`src/rtl/trap_pkg.sv`:
```
package trap_pkg;

   localparam int unsigned NUM_SRC = 10;
   localparam int unsigned CAUSE_W = 4;

   typedef enum logic [CAUSE_W-1:0] {
      CC_NONE    = 4'd0,
      CC_ILLEGAL = 4'd1,
      CC_IBUS    = 4'd2,
      CC_DBUS    = 4'd3,
      CC_UNALIGN = 4'd4,
      CC_DIV     = 4'd5,
      CC_FPU     = 4'd6,
      CC_DSTORE  = 4'd7,
      CC_ISTORE  = 4'd8,
      CC_DTLB    = 4'd9,
      CC_ITLB    = 4'd10
   } cause_e;

   typedef enum logic [1:0] {
      RK_NONE = 2'd0,
      RK_EXC  = 2'd1,
      RK_BRK  = 2'd2,
      RK_INT  = 2'd3
   } ret_kind_e;

   typedef struct packed {
      logic ee;
      logic eip;
      logic um;
      logic vm;
      logic ums;
      logic vms;
   } mstat_t;

   // source index i maps to cause code i+1
   localparam int unsigned IDX_DIV       = 4;
   localparam int unsigned IDX_FPU       = 5;
   localparam int unsigned IDX_MMU_FIRST = 6;

   function automatic logic is_mmu_cause(cause_e c);
      return (c >= CC_DSTORE) && (c <= CC_ITLB);
   endfunction

endpackage

```
`src/rtl/trap_arbiter.sv`:
```
module trap_arbiter
   import trap_pkg::*;
#(
   parameter bit HAS_DIV = 1'b1,
   parameter bit HAS_FPU = 1'b1,
   parameter bit HAS_MMU = 1'b1
) (
   input  logic [NUM_SRC-1:0] req_i,
   input  logic               ex_valid_i,
   input  logic               ee_i,
   input  logic               eip_i,
   output logic               take_o,
   output cause_e             cause_o,
   output logic               mmu_o
);

   logic [NUM_SRC-1:0] enable_mask;
   logic [NUM_SRC-1:0] live_req;

   for (genvar i = 0; i < NUM_SRC; i++) begin : g_mask
      if (i == IDX_DIV) begin : g_div
         assign enable_mask[i] = HAS_DIV;
      end else if (i == IDX_FPU) begin : g_fpu
         assign enable_mask[i] = HAS_FPU;
      end else if (i >= IDX_MMU_FIRST) begin : g_mmu
         assign enable_mask[i] = HAS_MMU;
      end else begin : g_base
         assign enable_mask[i] = 1'b1;
      end
   end

   assign live_req = req_i & enable_mask;

   // lowest index (lowest code) wins
   always_comb begin
      cause_o = CC_NONE;
      for (int i = NUM_SRC - 1; i >= 0; i--) begin
         if (live_req[i]) cause_o = cause_e'(i + 1);
      end
   end

   assign take_o = ex_valid_i && ee_i && !eip_i && (|live_req);
   assign mmu_o  = is_mmu_cause(cause_o);

endmodule

```
`src/rtl/trap_link_calc.sv`:
```
module trap_link_calc #(
   parameter int unsigned ADDR_W     = 32,
   parameter int unsigned INSN_BYTES = 4
) (
   input  logic              mmu_i,
   input  logic [ADDR_W-1:0] ex_pc_i,
   input  logic              ex_pfx_i,
   input  logic [ADDR_W-1:0] ex_pfx_pc_i,
   input  logic              ex_in_ds_i,
   input  logic [ADDR_W-1:0] br_pc_i,
   input  logic              br_pfx_i,
   input  logic [ADDR_W-1:0] br_pfx_pc_i,
   output logic [ADDR_W-1:0] link_o
);

   localparam logic [ADDR_W-1:0] STEP = ADDR_W'(INSN_BYTES);

   logic [ADDR_W-1:0] replay_pc;
   logic [ADDR_W-1:0] next_pc;

   always_comb begin
      if (ex_in_ds_i) replay_pc = br_pfx_i ? br_pfx_pc_i : br_pc_i;
      else            replay_pc = ex_pfx_i ? ex_pfx_pc_i : ex_pc_i;
   end

   assign next_pc = ex_pc_i + STEP;
   assign link_o  = mmu_i ? replay_pc : next_pc;

endmodule

```
`src/rtl/trap_state_regs.sv`:
```
module trap_state_regs
   import trap_pkg::*;
#(
   parameter int unsigned ADDR_W   = 32,
   parameter bit          RESET_EE = 1'b1
) (
   input  logic              clk_i,
   input  logic              rst_ni,
   input  logic              take_i,
   input  cause_e            cause_i,
   input  logic              mmu_i,
   input  logic              in_ds_i,
   input  logic [ADDR_W-1:0] br_target_i,
   input  ret_kind_e         ret_kind_i,
   input  logic              st_wr_i,
   input  logic              st_ee_i,
   input  logic              st_um_i,
   input  logic              st_vm_i,
   output mstat_t            mstat_o,
   output cause_e            esr_cause_o,
   output logic              esr_ds_o,
   output logic [ADDR_W-1:0] btr_o
);

   mstat_t            ms_q;
   cause_e            cause_q;
   logic              ds_q;
   logic [ADDR_W-1:0] btr_q;
   logic              ds_capture;

   assign ds_capture = in_ds_i && !mmu_i;

   always_ff @(posedge clk_i) begin
      if (!rst_ni) begin
         ms_q    <= '{ee: RESET_EE, default: 1'b0};
         cause_q <= CC_NONE;
         ds_q    <= 1'b0;
         btr_q   <= '0;
      end else if (take_i) begin
         ms_q.ums <= ms_q.um;
         ms_q.vms <= ms_q.vm;
         ms_q.um  <= 1'b0;
         ms_q.vm  <= 1'b0;
         ms_q.eip <= 1'b1;
         ms_q.ee  <= 1'b0;
         cause_q  <= cause_i;
         ds_q     <= ds_capture;
         if (ds_capture) btr_q <= br_target_i;
      end else if (ret_kind_i != RK_NONE) begin
         ms_q.um <= ms_q.ums;
         ms_q.vm <= ms_q.vms;
         if (ret_kind_i == RK_EXC) begin
            ms_q.ee  <= 1'b1;
            ms_q.eip <= 1'b0;
         end
      end else if (st_wr_i) begin
         ms_q.ee <= st_ee_i;
         ms_q.um <= st_um_i;
         ms_q.vm <= st_vm_i;
      end
   end

   assign mstat_o     = ms_q;
   assign esr_cause_o = cause_q;
   assign esr_ds_o    = ds_q;
   assign btr_o       = btr_q;


   entry_mode_chk: assert property (@(posedge clk_i) disable iff (!rst_ni)
      take_i |=> (ms_q.eip && !ms_q.ee && !ms_q.um && !ms_q.vm));


   entry_save_chk: assert property (@(posedge clk_i) disable iff (!rst_ni)
      take_i |=> (ms_q.ums == $past(ms_q.um) && ms_q.vms == $past(ms_q.vm)));


   ds_capture_chk: assert property (@(posedge clk_i) disable iff (!rst_ni)
      (take_i && ds_capture) |=> (ds_q && btr_q == $past(br_target_i)));


   trap_return_chk: assert property (@(posedge clk_i) disable iff (!rst_ni)
      (!take_i && ret_kind_i == RK_EXC) |=> (ms_q.ee && !ms_q.eip));


   other_return_chk: assert property (@(posedge clk_i) disable iff (!rst_ni)
      (!take_i && (ret_kind_i == RK_BRK || ret_kind_i == RK_INT))
         |=> ($stable(ms_q.ee) && $stable(ms_q.eip) && ms_q.um == $past(ms_q.ums)));

endmodule

```
`src/rtl/trap_sequencer.sv`:
```
module trap_sequencer
   import trap_pkg::*;
#(
   parameter int unsigned        ADDR_W     = 32,
   parameter int unsigned        INSN_BYTES = 4,
   parameter logic [ADDR_W-1:0]  VEC_BASE   = '0,
   parameter bit                 HAS_DIV    = 1'b1,
   parameter bit                 HAS_FPU    = 1'b1,
   parameter bit                 HAS_MMU    = 1'b1,
   parameter bit                 RESET_EE   = 1'b1
) (
   input  logic              clk_i,
   input  logic              rst_ni,
   input  logic              flt_illegal_i,
   input  logic              flt_ibus_i,
   input  logic              flt_dbus_i,
   input  logic              flt_unalign_i,
   input  logic              flt_div_i,
   input  logic              flt_fpu_i,
   input  logic              flt_dstore_i,
   input  logic              flt_istore_i,
   input  logic              flt_dtlb_i,
   input  logic              flt_itlb_i,
   input  logic              ex_valid_i,
   input  logic [ADDR_W-1:0] ex_pc_i,
   input  logic              ex_pfx_i,
   input  logic [ADDR_W-1:0] ex_pfx_pc_i,
   input  logic              ex_in_ds_i,
   input  logic [ADDR_W-1:0] br_pc_i,
   input  logic              br_pfx_i,
   input  logic [ADDR_W-1:0] br_pfx_pc_i,
   input  logic [ADDR_W-1:0] br_target_i,
   input  logic [1:0]        ret_kind_i,
   input  logic              st_wr_i,
   input  logic              st_ee_i,
   input  logic              st_um_i,
   input  logic              st_vm_i,
   output logic              flush_o,
   output logic              ex_kill_o,
   output logic              redirect_valid_o,
   output logic [ADDR_W-1:0] redirect_pc_o,
   output logic              link_we_o,
   output logic [ADDR_W-1:0] link_val_o,
   output logic              ee_o,
   output logic              eip_o,
   output logic              um_o,
   output logic              vm_o,
   output logic              ums_o,
   output logic              vms_o,
   output logic [3:0]        esr_cause_o,
   output logic              esr_ds_o,
   output logic [ADDR_W-1:0] btr_o
);

   localparam logic [ADDR_W-1:0] VEC_OFS  = ADDR_W'(32'h20);
   localparam logic [ADDR_W-1:0] TRAP_VEC = VEC_BASE + VEC_OFS;

   initial begin : param_chk
      assert (ADDR_W >= 16 && ADDR_W <= 64)
         else $error("trap_sequencer: ADDR_W out of range");
      assert (INSN_BYTES != 0 && (INSN_BYTES & (INSN_BYTES - 1)) == 0)
         else $error("trap_sequencer: INSN_BYTES must be a power of two");
   end

   logic [NUM_SRC-1:0] req_vec;
   logic               take;
   logic               mmu_class;
   cause_e             cause;
   mstat_t             mstat;
   cause_e             esr_cause;

   assign req_vec = {flt_itlb_i, flt_dtlb_i, flt_istore_i, flt_dstore_i, flt_fpu_i,
                     flt_div_i, flt_unalign_i, flt_dbus_i, flt_ibus_i, flt_illegal_i};

   trap_arbiter #(
      .HAS_DIV (HAS_DIV),
      .HAS_FPU (HAS_FPU),
      .HAS_MMU (HAS_MMU)
   ) arb_i (
      .req_i      (req_vec),
      .ex_valid_i (ex_valid_i),
      .ee_i       (mstat.ee),
      .eip_i      (mstat.eip),
      .take_o     (take),
      .cause_o    (cause),
      .mmu_o      (mmu_class)
   );

   trap_link_calc #(
      .ADDR_W     (ADDR_W),
      .INSN_BYTES (INSN_BYTES)
   ) link_i (
      .mmu_i       (mmu_class),
      .ex_pc_i     (ex_pc_i),
      .ex_pfx_i    (ex_pfx_i),
      .ex_pfx_pc_i (ex_pfx_pc_i),
      .ex_in_ds_i  (ex_in_ds_i),
      .br_pc_i     (br_pc_i),
      .br_pfx_i    (br_pfx_i),
      .br_pfx_pc_i (br_pfx_pc_i),
      .link_o      (link_val_o)
   );

   trap_state_regs #(
      .ADDR_W   (ADDR_W),
      .RESET_EE (RESET_EE)
   ) regs_i (
      .clk_i       (clk_i),
      .rst_ni      (rst_ni),
      .take_i      (take),
      .cause_i     (cause),
      .mmu_i       (mmu_class),
      .in_ds_i     (ex_in_ds_i),
      .br_target_i (br_target_i),
      .ret_kind_i  (ret_kind_e'(ret_kind_i)),
      .st_wr_i     (st_wr_i),
      .st_ee_i     (st_ee_i),
      .st_um_i     (st_um_i),
      .st_vm_i     (st_vm_i),
      .mstat_o     (mstat),
      .esr_cause_o (esr_cause),
      .esr_ds_o    (esr_ds_o),
      .btr_o       (btr_o)
   );

   assign flush_o          = take;
   assign ex_kill_o        = take;
   assign redirect_valid_o = take;
   assign link_we_o        = take;
   assign redirect_pc_o    = TRAP_VEC;

   assign ee_o        = mstat.ee;
   assign eip_o       = mstat.eip;
   assign um_o        = mstat.um;
   assign vm_o        = mstat.vm;
   assign ums_o       = mstat.ums;
   assign vms_o       = mstat.vms;
   assign esr_cause_o = esr_cause;


   accept_gate_chk: assert property (@(posedge clk_i) disable iff (!rst_ni)
      flush_o |-> (ee_o && !eip_o && ex_valid_i));


   no_reentry_chk: assert property (@(posedge clk_i) disable iff (!rst_ni)
      flush_o |=> !flush_o);


   cause_record_chk: assert property (@(posedge clk_i) disable iff (!rst_ni)
      flush_o |=> (esr_cause_o != 4'd0 && esr_cause_o <= 4'd10));


   div_gate_chk: assert property (@(posedge clk_i) disable iff (!rst_ni)
      (!HAS_DIV && flush_o) |=> (esr_cause_o != 4'd5));

endmodule

```
`config.mk`:
```
export PLATFORM = sky130hd
export DESIGN_NAME = trap_sequencer
export DESIGN_NICKNAME = d
export VERILOG_FILES = /design/src/rtl/trap_pkg.sv /design/src/rtl/trap_arbiter.sv /design/src/rtl/trap_link_calc.sv /design/src/rtl/trap_state_regs.sv /design/src/rtl/trap_sequencer.sv
export SDC_FILE = /design/constraint.sdc
export NUM_CORES = 1
export LEC_CHECK = 0
export CORE_MARGIN = 2
export CORE_UTILIZATION = 32
export CTS_CLUSTER_DIAMETER = 100
export DETAILED_ROUTE_END_ITERATION = 7
export PLACE_DENSITY = 0.79
export SKIP_LAST_GASP = 1
export SYNTH_ARGS = -nofsm -noshare
export SYNTH_HDL_FRONTEND = slang
export SYNTH_SLANG_ARGS = --single-unit
export TNS_END_PERCENT = 1
```
`constraint.sdc`:
```
create_clock -name clk_i -period 2.21 [get_ports clk_i]
set_input_delay 0.442 -clock clk_i [delete_from_list [all_inputs] [get_ports clk_i]]
set_output_delay 0.442 -clock clk_i [all_outputs]
set_load 0.005 [all_outputs]
```
Yosys cells after proc, flatten, opt, wreduce, memory -nomap -nowiden
Index checks and enable logic that the tools add are counted.
Storage, ports and cells
  register bits after elaboration: 43
  bits of input ports: 182
  output and inout port bits: 111
Operators by class
  add/sub/neg operators: 1
  $lt $le $gt $ge: 2
  equality and inequality tests: 2
  multiplexer cells: 21
  bitwise logic cells: 1
  reductions and logical operators: 17
Operators with widths (number)
  32-bit 2-to-1 mux: 4
  4-bit 2-to-1 mux: 11
  32-bit by 3-bit adder with 32-bit output (second input constant): 1
  10-bit OR reduction: 1
  2-bit nonzero test: 4
  2-bit 2-to-1 mux: 3
  2-bit AND reduction: 3
  1-bit logical AND: 5
  4-bit by 3-bit >= comparator with 1-bit output (second input constant): 1
  4-bit <= comparator (second input constant): 1
  1-bit 2-to-1 mux: 3
  3-bit inequality test (second input constant): 1
  3-bit nonzero test: 1
  2-bit by 1-bit equality test with 1-bit output (second input constant): 1
  1-bit zero test: 2
  2-bit OR reduction: 1
  1-bit NOT: 1

Logic depth before layout (Yosys ltp)
Gate-level depths: netlist of run 1.
  word-level depth: 15
  gate-level depth with buffers: 7
  gate-level depth less buffers: 6

Modules after synthesis
A second synthesis of run 1 with hierarchy kept.
Unflattened totals
  cells, all modules: 533
  area total of the unflattened synthesis: 4088.9 um^2
Modules (own cells, without submodules)
  trap_link_calc: times used 1, cells each 293, area an instance 2016.9 um^2, sequential area each 0.0 um^2
  trap_state_regs: times used 1, cells each 182, area an instance 1645.3 um^2, sequential area each 860.8 um^2
  trap_sequencer: times used 1, cells each 37, area an instance 270.3 um^2, sequential area each 0.0 um^2
  trap_arbiter: times used 1, cells each 21, area an instance 156.4 um^2, sequential area each 0.0 um^2

Worst setup path after synthesis of run 1
No wires, ideal clock.
  kind: in2out
  start: input port flt_dtlb_i
  end: output port link_val_o[0]
  arrival: 1.794 ns
  data required time: 1.768 ns
  slack: -0.026 ns
  cell stages on the path: 6
  path buffers: 1
  cells stage by stage: or3_1 -> o211ai_1 -> a31oi_4 -> clkbuf_1 -> a32oi_1 -> nand3_1
Between the ends
  longest elaborated chain between the ends: 12
  elaborated cells between the ends (all ways): 13
  those cells by class: 2 x order compare; 10 x mux; 1 x reduce/logical
RTL lines
  start, declared: RTL line trap_sequencer.sv:22  | input logic flt_dtlb_i,
  4-bit 2-to-1 mux (*) (9 in series): RTL line trap_arbiter.sv:38  | if (live_req[i]) cause_o = cause_e'(i + 1);
  4-bit by 3-bit >= comparator with 1-bit output / 4-bit <= comparator (equally long branches): RTL line trap_pkg.sv:42  | return (c >= CC_DSTORE) && (c <= CC_ITLB);
  1-bit logical AND (*): RTL line trap_pkg.sv:42
  32-bit 2-to-1 mux (*): RTL line trap_link_calc.sv:27  | assign link_o = mmu_i ? replay_pc : next_pc;
  end, declared: RTL line trap_sequencer.sv:43  | output logic [ADDR_W-1:0] link_val_o,
Every way passes the cells marked *; elsewhere a longest branch is shown, timed or not.

Final worst setup path of run 1
  start: input port ex_pc_i[9]
  end: output port link_val_o[28]
Between the ends
  longest elaborated chain between the ends: 2
RTL lines
  start, declared: RTL line trap_sequencer.sv:25  | input logic [ADDR_W-1:0] ex_pc_i,
  32-bit by 3-bit adder with 32-bit output: RTL line trap_link_calc.sv:26  | assign next_pc = ex_pc_i + STEP;
  32-bit 2-to-1 mux: RTL line trap_link_calc.sv:27
Every way passes these cells.

==> flow_summary_export.csv, run 1 <==
group,metric,value,unit
run_status,violations,"negative setup slack",
cts,cts_tree,"done",
global_routing,top_usage_layer,"met2",
yosys,ys_warn_count,0,
final_layout,drive_gt1_share,21.7,%
global_routing,met3_usage,8.05,%
global_routing,overflow,0,
die,coreArea,12100,sq um
sta,fin_worst_skew,3.70,ps
final_layout,diodes,0,
final_layout,finalInstanceArea,7850,sq um
setup_path,worstSetupPathType,"input pin to primary output",
final_layout,final_nets,1077,
sta,period_minus_slack,2610,ps
sta,max_freq,0.384,GHz
setup_path,start_kind,"input pin",
power_and_ir_drop,peakVddDrop,0.610,mV
die,io_pins,293,
die,fp.dieH,115,um
route,drt-total-wl,15.9,mm
flow_run,maxCapViolCount,0,
route,ant_nets,0,
cts,clock_sinks,43,
setup_path,worstPathArrival,2160,ps
global_routing,grtUsageMet1,23.8,%
yosys,seq_area_frac_synth,21.7,%
sta,final.period_utilization,118,%
die,die_width,115,um
global_routing,grt_pass1_vias,5004,
power_and_ir_drop,finalPower,2.69,mW
yosys,synth_top_cell_area_share,21.7,%
place,place_inst,1023,
setup_path,cp_max_fo,3,
place,portBuffers,260,
sta,hold_ws,456,ps
place,gp_congestion,0.837,
global_routing,use_met2,42.4,%
route,num_vias,5031,
sta,layout_setup_ws,-396,ps
cts,cts_root_buffer,"clkbuf_16",
global_routing,track_usage,22.4,%
run_status,status,"complete, but fails checks",
global_routing,antenna_found_initial,0,
yosys,synth_largest_area_cell,"dfxtp_1",
yosys,ys_ff_latch,43,
route,first_pass_iters,4,
yosys,avgSynthCellArea,7.32,sq um
die,num_rows,40,
final_layout,fin_cells,1063,
global_routing,grt_pass1_wl,24.0,mm
setup_path,critPathCaptureType,"primary output",
yosys,synth_cell_types,46,
place,placed_area,7250,sq um
yosys,synth_ff_type,"dfxtp_1",
global_routing,grt_max_degree,40,
min_path,hold_class,"register to register",
place,pre_cts_ws,-1080,ps
die,die_area,13300,sq um
cts,cts_buffer_depth,2,
route,drt_iter0_drc,203,
place,dpl.hpwl,12.1,mm
power_and_ir_drop,leakage,3.26,nW
route,wire_per_inst,15.0,um
cts,numCtsBuffers,5,
yosys,synth_area_leaders,"dfxtp_1 22%, mux2i_1 17%, nand2_1 10%",
die,start_util,32.9,%
final_layout,area_growth,97.7,%
cts,htreeDepth,2,
sta,setup_tns,-10840,ps
sta,rsz0062_at_grt,"true",
power_and_ir_drop,power_density,342,nW/um^2
yosys,async_reset_ff_share,0,%
sta,maxSlewViolCount,0,
route,via_per_inst,4.73,
sta,hold_viol,0,
yosys,synth_cells,543,
setup_path,cp.required,1770,ps
route,drc,0,
cts,clkTransAtPathRegs,50,ps
cts,clk_latency,280,ps
final_layout,finish.utilization,65.1,%
sta,setup_viol,41,
yosys,syn_area,3970,sq um
yosys,synth_edf_count,0,
[area by class of cell]
type,count,area [sq um]
Clock buffer,8,156
Fill cell,1025,4210
Inverter,7,28.8
Multi-Input combinational cell,454,3000
Sequential cell,43,861
Tap cell,168,210
Timing Repair Buffer,383,3600
[cell usage in the layout (no fill, tap or decap), drive strengths merged, types with 2 or more instances in the layout]
cell / n
clkdlybuf4s50: 191
buf: 150
nand2: 110
mux2i: 66
dfxtp: 43
o21ai: 37
conb: 32
dlygate4sd2: 32
nor2b: 32
a211oi: 31
a21oi: 30
nor2: 17
xor2: 15
nand3: 14
xnor2: 13
nand4: 10
clkdlybuf4s15: 8
clkbuf: 8
inv: 7
nor3: 7
nor4: 5
nand2b: 4
a21boi: 4
or4: 3
or3: 3
mux2: 2
o2111ai: 2
a32oi: 2
dlymetal6s2s: 2
or2: 2
[kinds of logic after synthesis]
logic type	after synthesis	synth area share, %
AND/OR/NAND/NOR	213	25.5
AO/OA/AOI/OAI	112	17.8
buffers and inverters	76	11.1
multiplexers	68	17.2
flip-flops	43	21.7
XOR/XNOR	28	6.17
other	2	0.189
adder cells (fa/ha/maj)	1	0.315
[report_power, final]
group	internal (mW)	total, mW	leakage, nW	switching, mW
clock network	0.481	0.767	0.0772	0.286
logic	0.653	1.08	2.83	0.425
registers	0.819	0.843	0.351	0.0243
[final timing paths]
kind	start	to	slack (ps)	cells after the start
worst max-delay path	ex_pc_i[9]	link_val_o[28]	-400	9
worst min-delay path	regs_i.btr_o[9]	regs_i.btr_o[9]	460	2
worst max register to register	regs_i.mstat_o[5]	regs_i.btr_o[26]	510	8
worst min register to register	regs_i.btr_o[9]	regs_i.btr_o[9]	460	2
[worst max-delay path: stages]
cell and delay (ps):
dlygate4sd2_1 220, nand4_1 180, buf_4 190, or4_4 460
buf_6 160, nor3_4 180, xnor2_1 90, o21ai_1 110
buf_2 140
[layer usage]
layer  wire (um)  share of wire [%]
met5           0                  0
met4         187                1.2
met3        1710                 11
met2        8020                 50
met1        6030                 38
[timing repair]
action,4_1_cts,5_1_grt
hold buffers,0,0
resized for setup,201,8
pin swaps,29,6
gates cloned,3,0
setup buffers,28,1
setup endpoints to repair,69,61
[synth_stat cells (all sizes together) (13+ instances only)]
cell type and count:
a211oi 31, a21oi 30, buf 44, clkbuf 25, dfxtp 43, mux2i 66
nand2 110, nand3 14, nor2 17, nor2b 32, o21ai 37, xnor2 13
xor2 15
[sequential cells by signal, indices dropped and copies added (netlist names)]
| register | count |
|---|---|
| regs_i.mstat_o | 6 |
| regs_i.btr_o | 32 |
| regs_i.esr_ds_o | 1 |
| regs_i.esr_cause_o | 4 |
Note: power is estimated with default switching activity, not from simulation.
==> run 2, diff against run 1 <==
ABC_AREA = 1   (was unset)
CORE_UTILIZATION = 34   (was 32)
MAX_ROUTING_LAYER = met4   (was unset)
==> run 2 against run 1 <==
Compared with the run above: the run still ends with negative setup slack left; clock power shrank 5.3%; non-clock buffer count shrank 6; global-route usage grew 4.7 points; highest routed layer unchanged.
==> flow_summary_export.csv, run 2 <==
group,metric,value,unit
run_status,status,"complete, but fails checks",
run_status,violations,"negative setup slack",
flow_run,maxCapViolCount,0,
die,num_rows,42,
place,gp_congestion,1.02,
setup_path,critPathBufInv,3,
cts,clk_latency,290,ps
yosys,yosysMostFrequentCell,"nand2_1",
die,coreArea,13100,sq um
yosys,syn_area,4500,sq um
setup_path,worstPathArrival,1830,ps
route,drc,0,
sta,max_freq,0.439,GHz
route,drt-total-wl,19.7,mm
power_and_ir_drop,power_density,346,nW/um^2
sta,maxSlewViolCount,0,
sta,hold_ws,471,ps
final_layout,finalInstanceArea,8360,sq um
sta,fin_worst_skew,5.83,ps
sta,setup_viol,12,
route,wire_per_inst,14.9,um
yosys,ys_warn_count,0,
yosys,synth_largest_area_cell,"dfxtp_1",
die,die_width,119,um
final_layout,largest_reg_flops,32,
power_and_ir_drop,leakage,3.97,nW
route,num_vias,6457,
setup_path,worstSetupPathType,"input pin to primary output",
setup_path,critPathMaxStageDelay,180,ps
setup_path,path_cells,"clkbuf_4, nand2_2, nor2_2, buf_4, nand3_2, nor2_4, nand2_1, xor2_1, nand2_1, nand2_1, buf_2",
yosys,seq_area_frac_synth,19.1,%
global_routing,grt_max_degree,35,
sta,period_minus_slack,2280,ps
yosys,synth_edf_count,0,
final_layout,layout_common_cells,"187 x clkdlybuf4s50_1, 172 x nand2_1, 120 x inv_1",
cts,numCtsBuffers,5,
setup_path,reg2reg_slack,690,ps
yosys,synth_top_cell_area_share,19.1,%
final_layout,fillers,1134,
min_path,hold_class,"register to register",
yosys,ys_ff_latch,43,
setup_path,cp-endpoint,"link_val_o[23]",
die,fp.dieH,119,um
place,pre_cts_ws,-857,ps
yosys,async_reset_ff_share,0,%
route,via_per_inst,4.88,
setup_path,critPathCaptureType,"primary output",
final_layout,drive_gt1_share,24.1,%
setup_path,cp_max_fo,4,
setup_path,cp.required,1770,ps
yosys,yosys-top-cells-count,"199 x nand2_1, 131 x inv_1, 120 x nor2_1",
final_layout,final_nets,1328,
global_routing,grt_pass1_vias,6438,
cts,cts_tree,"done",
cts,cts_buffer_depth,2,
setup_path,crit_family,"simple AND/OR/NAND/NOR gates",
place,portBuffers,260,
global_routing,overflow,0,
cts,cts_root_buffer,"clkbuf_16",
route,drt_iter0_drc,431,
place,placed_area,7820,sq um
setup_path,start_kind,"input pin",
global_routing,track_usage,27.1,%
setup_path,r2r_start,"regs_i.mstat_o[5]",
yosys,synth_area_leaders,"dfxtp_1 19%, nand2_1 17%, inv_1 11%",
die,start_util,34.4,%
setup_path,crit_path_start,"ex_pc_i[14]",
final_layout,area_growth,85.9,%
setup_path,r2r-end,"regs_i.btr_o[19]",
cts,clock_sinks,43,
final_layout,finish.utilization,63.9,%
yosys,synth_cell_types,34,
route,first_pass_iters,5,
yosys,synth_cells,807,
cts,clkTransAtPathRegs,60,ps
power_and_ir_drop,peakVddDrop,0.255,mV
setup_path,slowest_stage,"xor2_1",
place,dpl.hpwl,14.2,mm
sta,rsz0062_at_grt,"true",
sta,final.period_utilization,103,%
die,die_area,14200,sq um
global_routing,antenna_found_initial,2,
setup_path,cp.depth,11,
final_layout,final_common_cell,"clkdlybuf4s50_1",
global_routing,grt_pass1_wl,30.4,mm
setup_path,r2r_cells,10,
yosys,avgSynthCellArea,5.57,sq um
sta,layout_setup_ws,-66.3,ps
sta,hold_viol,0,
route,ant_nets,0,
cts,htreeDepth,2,
setup_path,crit_top_cell,"nand2_1",
yosys,synth_ff_type,"dfxtp_1",
die,io_pins,293,
==> run 2: cell count changes after synthesis, sizes merged, moves of 9 or more <==
cell    change
nor2      +112
inv       +125
o21ai      +41
o22ai      +31
mux2i      -66
a211oi     -31
nor2b      -32
buf         +9
nand2      +94
nand4      +29
a21oi      -23
==> run 2: power breakdown <==
part           internal [mW]  switching (mW)  total [mW]
Combinational          0.718           0.583        1.30
Sequential             0.836          0.0326       0.868
Clock                  0.417           0.309       0.726
Total                   1.97           0.924        2.90
==> run 2: how the worst min path moves through the flow <==
stage / to / slack (ps) / depth (start not counted) / start
floorplan: regs_i.esr_cause_o[2] / 460 / 2 / regs_i.esr_cause_o[2]
global placement: regs_i.esr_ds_o / 450 / 2 / regs_i.esr_ds_o
detailed placement: regs_i.esr_ds_o / 460 / 2 / regs_i.esr_ds_o
CTS: regs_i.esr_ds_o / 470 / 2 / regs_i.esr_ds_o
global route: regs_i.esr_ds_o / 500 / 2 / regs_i.esr_ds_o
finish: regs_i.esr_ds_o / 470 / 2 / regs_i.esr_ds_o
==> run 2: area by class of cell <==
class                      instances  area (sq um)  share of cell area (%)
tap                              176           220                    2.63
antenna                            2          5.00                  0.0599
clock buffer                       6           129                    1.54
multi-input combinational        585          3140                    37.5
inverter                         133           512                    6.12
sequential                        43           861                    10.3
clock inverter                     2          12.5                   0.150
timing repair buffer             377          3480                    41.7
==> run 2: kinds of logic after synthesis <==
family / Yosys count / synth area share (%)
adders and majority gates: 1 / 0.278
AOI/OAI and AO/OA: 120 / 14.5
xor gates and xnor gates: 27 / 5.26
other: 2 / 0.167
and+or+nand+nor: 405 / 39.0
buffers and inverters: 209 / 21.7
DFF: 43 / 19.1
==> run 2: timing repair <==
item,CTS,global route
endpoints found under the setup margin,36,36
resized for setup,287,74
endpoints found under the hold margin,0,0
gates cloned,4,0
setup buffers,18,5
hold buffers,0,0
pin swaps,40,24
==> run 2: tightest hold or removal path: cells and delay by family, from the launching register on <==
family          cells  cell delay (ps)
flops               1              310
compound gates      1               50
simple gates        1               60
==> run 2: stage by stage <==
step	TNS (ps)	total power, mW	instances
finish	-242	2.90	1324
global route	-2340	3.07	1324
CTS	-2800	2.90	1319
detailed placement	-31210	2.14	1289
global placement	-28770	2.13	1289
floorplan	0	1.39	837
==> run 2: layer usage <==
| metal | vias to the layer above | share of wire [%] | global-route usage [%] |
|---|---|---|---|
| li1 | 3142 | - | - |
| met1 | 2864 | 36 | 28.5 |
| met2 | 362 | 50 | 48.5 |
| met3 | 89 | 8.0 | 4.26 |
| met4 | 0 | 5.6 | 15.1 |
| met5 | - | 0 | - |
==> run 3, diff against run 2 <==
--- a/config.mk
+++ b/config.mk
@@ -9,4 +9,5 @@
 export CORE_MARGIN = 2
 export CORE_UTILIZATION = 34
+export CTS_BUF_LIST = sky130_fd_sc_hd__clkbuf_4 sky130_fd_sc_hd__clkbuf_8 sky130_fd_sc_hd__clkbuf_16
 export CTS_CLUSTER_DIAMETER = 100
 export DETAILED_ROUTE_END_ITERATION = 7
==> constraint.sdc (replaced) <==
create_clock -name clk_i -period 2.21 [get_ports clk_i]
set_input_delay 0.442 -clock clk_i [delete_from_list [all_inputs] [get_ports clk_i]]
set_output_delay 0.442 -clock clk_i [all_outputs]
set_load 0.05 [all_outputs]
==> run 3 against run 2 <==
Compared with the run above: the run still ends with negative setup slack left; sequential share of layout area shrank 0.83 points; first-iteration DRC count grew 13%; sequential power is essentially flat; clock power grew 7.9%; critical endpoint is now link_val_o[30]; largest cell class unchanged; largest power group unchanged.
==> flow_summary_export.csv, run 3 (same netlist as run 2, synthesis figures left out) <==
group,metric,value,unit
setup_path,start_kind,"input pin",
sta,worst_slew_pin_slew,535,ps
sta,setup_viol,27,
sta,max_freq,0.437,GHz
cts,clkTransAtPathRegs,60,ps
sta,hold_ws,470,ps
sta,layout_setup_ws,-80.9,ps
power_and_ir_drop,power_frac_seq,23.8,%
global_routing,antenna_found_initial,3,
final_layout,multi_input_area,3400,sq um
cts,cts_buffer_depth,2,
die,die_width,119,um
place,placed_area,8200,sq um
place,dpl.hpwl,15.3,mm
flow_run,maxCapViolCount,0,
final_layout,register_area,861,sq um
setup_path,worstPathArrival,1850,ps
sta,slew_headroom,64.3,%
die,start_util,34.4,%
die,die_area,14200,sq um
route,drt-total-wl,21.5,mm
power_and_ir_drop,clkPwrFrac,21.4,%
place,portBuffers,260,
cts,clock_sinks,43,
sta,maxSlewViolCount,0,
global_routing,overflow,0,
global_routing,track_usage,27.8,%
power_and_ir_drop,p_int,2.20,mW
min_path,hold_class,"register to register",
power_and_ir_drop,p_switching,1.46,mW
route,drt_iter0_drc,486,
route,drc,0,
route,num_vias,6651,
die,fp.dieH,119,um
route,via_per_inst,4.99,
sta,rsz0062_at_grt,"true",
global_routing,grt_pass1_vias,6418,
final_layout,fin_cells,1333,
setup_path,r2r_cells,10,
cts,cts_root_buffer,"clkbuf_16",
final_layout,finalInstanceArea,9090,sq um
global_routing,grt_pass1_wl,30.9,mm
run_status,violations,"negative setup slack",
setup_path,cp.required,1770,ps
power_and_ir_drop,peakVddDrop,0.274,mV
die,io_pins,293,
final_layout,final_nets,1335,
cts,postCtsHoldBufs,0,
setup_path,slowest_stage,"and3_4",
route,first_pass_iters,6,
setup_path,cp.depth,10,
cts,clk_latency,280,ps
setup_path,path_cells,"buf_2, ha_4, nand2_4, nor2_4, and3_4, nand4_1, xnor2_1, nand2_1, nand2_2, buf_12",
power_and_ir_drop,leakage,4.30,nW
route,wire_per_inst,16.1,um
route,ant_nets,0,
sta,fin_worst_skew,1.91,ps
setup_path,critPathCaptureType,"primary output",
sta,period_minus_slack,2290,ps
sta,setup_tns,-629,ps
global_routing,grt_max_degree,35,
final_layout,final_common_cell,"clkdlybuf4s50_1",
sta,final.period_utilization,104,%
setup_path,worstSetupPathType,"input pin to primary output",
setup_path,critPathMaxStageDelay,220,ps
cts,cts_tree,"done",
place,gp_congestion,0.989,
place,place_inst,1306,
run_status,status,"complete, but fails checks",
power_and_ir_drop,power_density,402,nW/um^2
die,num_rows,42,
final_layout,drive_gt1_share,28.8,%
place,pre_cts_ws,-526,ps
final_layout,largest_reg_flops,32,
setup_path,cp_max_fo,3,
setup_path,critPathBufInv,2,
die,coreArea,13100,sq um
min_path,hold_depth,2,
power_and_ir_drop,pwr-share-comb,54.8,%
cts,numCtsBuffers,5,
cts,htreeDepth,2,
sta,hold_viol,0,
power_and_ir_drop,p_sw_share,39.9,%
final_layout,fillers,973,
final_layout,area_growth,102,%
final_layout,layout_common_cells,"183 x clkdlybuf4s50_1, 144 x nand2_1, 119 x inv_1",
setup_path,crit_family,"simple AND/OR/NAND/NOR gates",
-- run 3: cell count changes in the layout (fill, tap and decap cells not counted), sizes merged --
cell / before / now
buf: 154 / 173
clkbuf: 30 / 24
dlymetal6s2s: 1 / 6
clkdlybuf4s50: 187 / 183
dlygate4sd2: 8 / 4
clkinv: 3 / 1
diode: 2 / 4
clkdlybuf4s15: 3 / 2
clkinvlp: 1 / 0
inv: 131 / 132
-- run 3: routing by layer --
| layer | up-vias | track usage (%) | part of all wire (%) |
|---|---|---|---|
| met3 | 114 | 5.60 | 8.7 |
| met4 | 0 | 15.0 | 6.4 |
| li1 | 3164 | - | - |
| met1 | 2976 | 29.9 | 36 |
| met2 | 397 | 48.2 | 49 |
| met5 | - | - | 0 |
-- run 3: worst paths after layout --
| path | start | endpoint | slack [ps] |
|---|---|---|---|
| worst max-delay path | ex_pc_i[3] | link_val_o[30] | -80 |
| worst min-delay path | regs_i.esr_cause_o[2] | regs_i.esr_cause_o[2] | 470 |
| worst max register to register | regs_i.mstat_o[4] | regs_i.btr_o[14] | 630 |
| worst min register to register | regs_i.esr_cause_o[2] | regs_i.esr_cause_o[2] | 470 |
-- run 3: through the flow --
stage	utilization (%)	total power, mW
2_1_floorplan	-	1.87
3_3_place_gp	62.7	2.72
3_5_place_dp	62.7	2.74
4_1_cts	67.9	3.59
5_1_grt	69.4	3.81
6_report	69.5	3.66
-- run 3: worst min-delay path, stage by stage, from the launching register on --
cell and delay [ps]:
dfxtp_1 310, nand2_1 60, a21oi_1 50
-- run 3: power groups by stage --
| stage | combinational (mW) | sequential, mW | clock (mW) |
|---|---|---|---|
| after floorplan | 0.780 | 1.09 | 0 |
| after global placement | 1.84 | 0.883 | 0 |
| after detailed placement | 1.85 | 0.886 | 0 |
| after CTS | 1.92 | 0.869 | 0.793 |
| after global routing | 2.11 | 0.876 | 0.825 |
| final | 2.00 | 0.870 | 0.783 |
-- run 3: cell type report --
cell class	instances	area share, %
Clock buffer	8	1.76
Antenna cell	4	0.110
Timing Repair Buffer	384	43.2
Sequential cell	43	9.47
Tap cell	176	2.42
Multi-Input combinational cell	585	37.4
Inverter	133	5.55
-- run 3: repair_timing --
item,in CTS,in global routing
endpoints found under the setup margin,36,36
gates resized for setup,176,131
pin swaps,47,51
gates cloned,4,0
buffers inserted,4,10
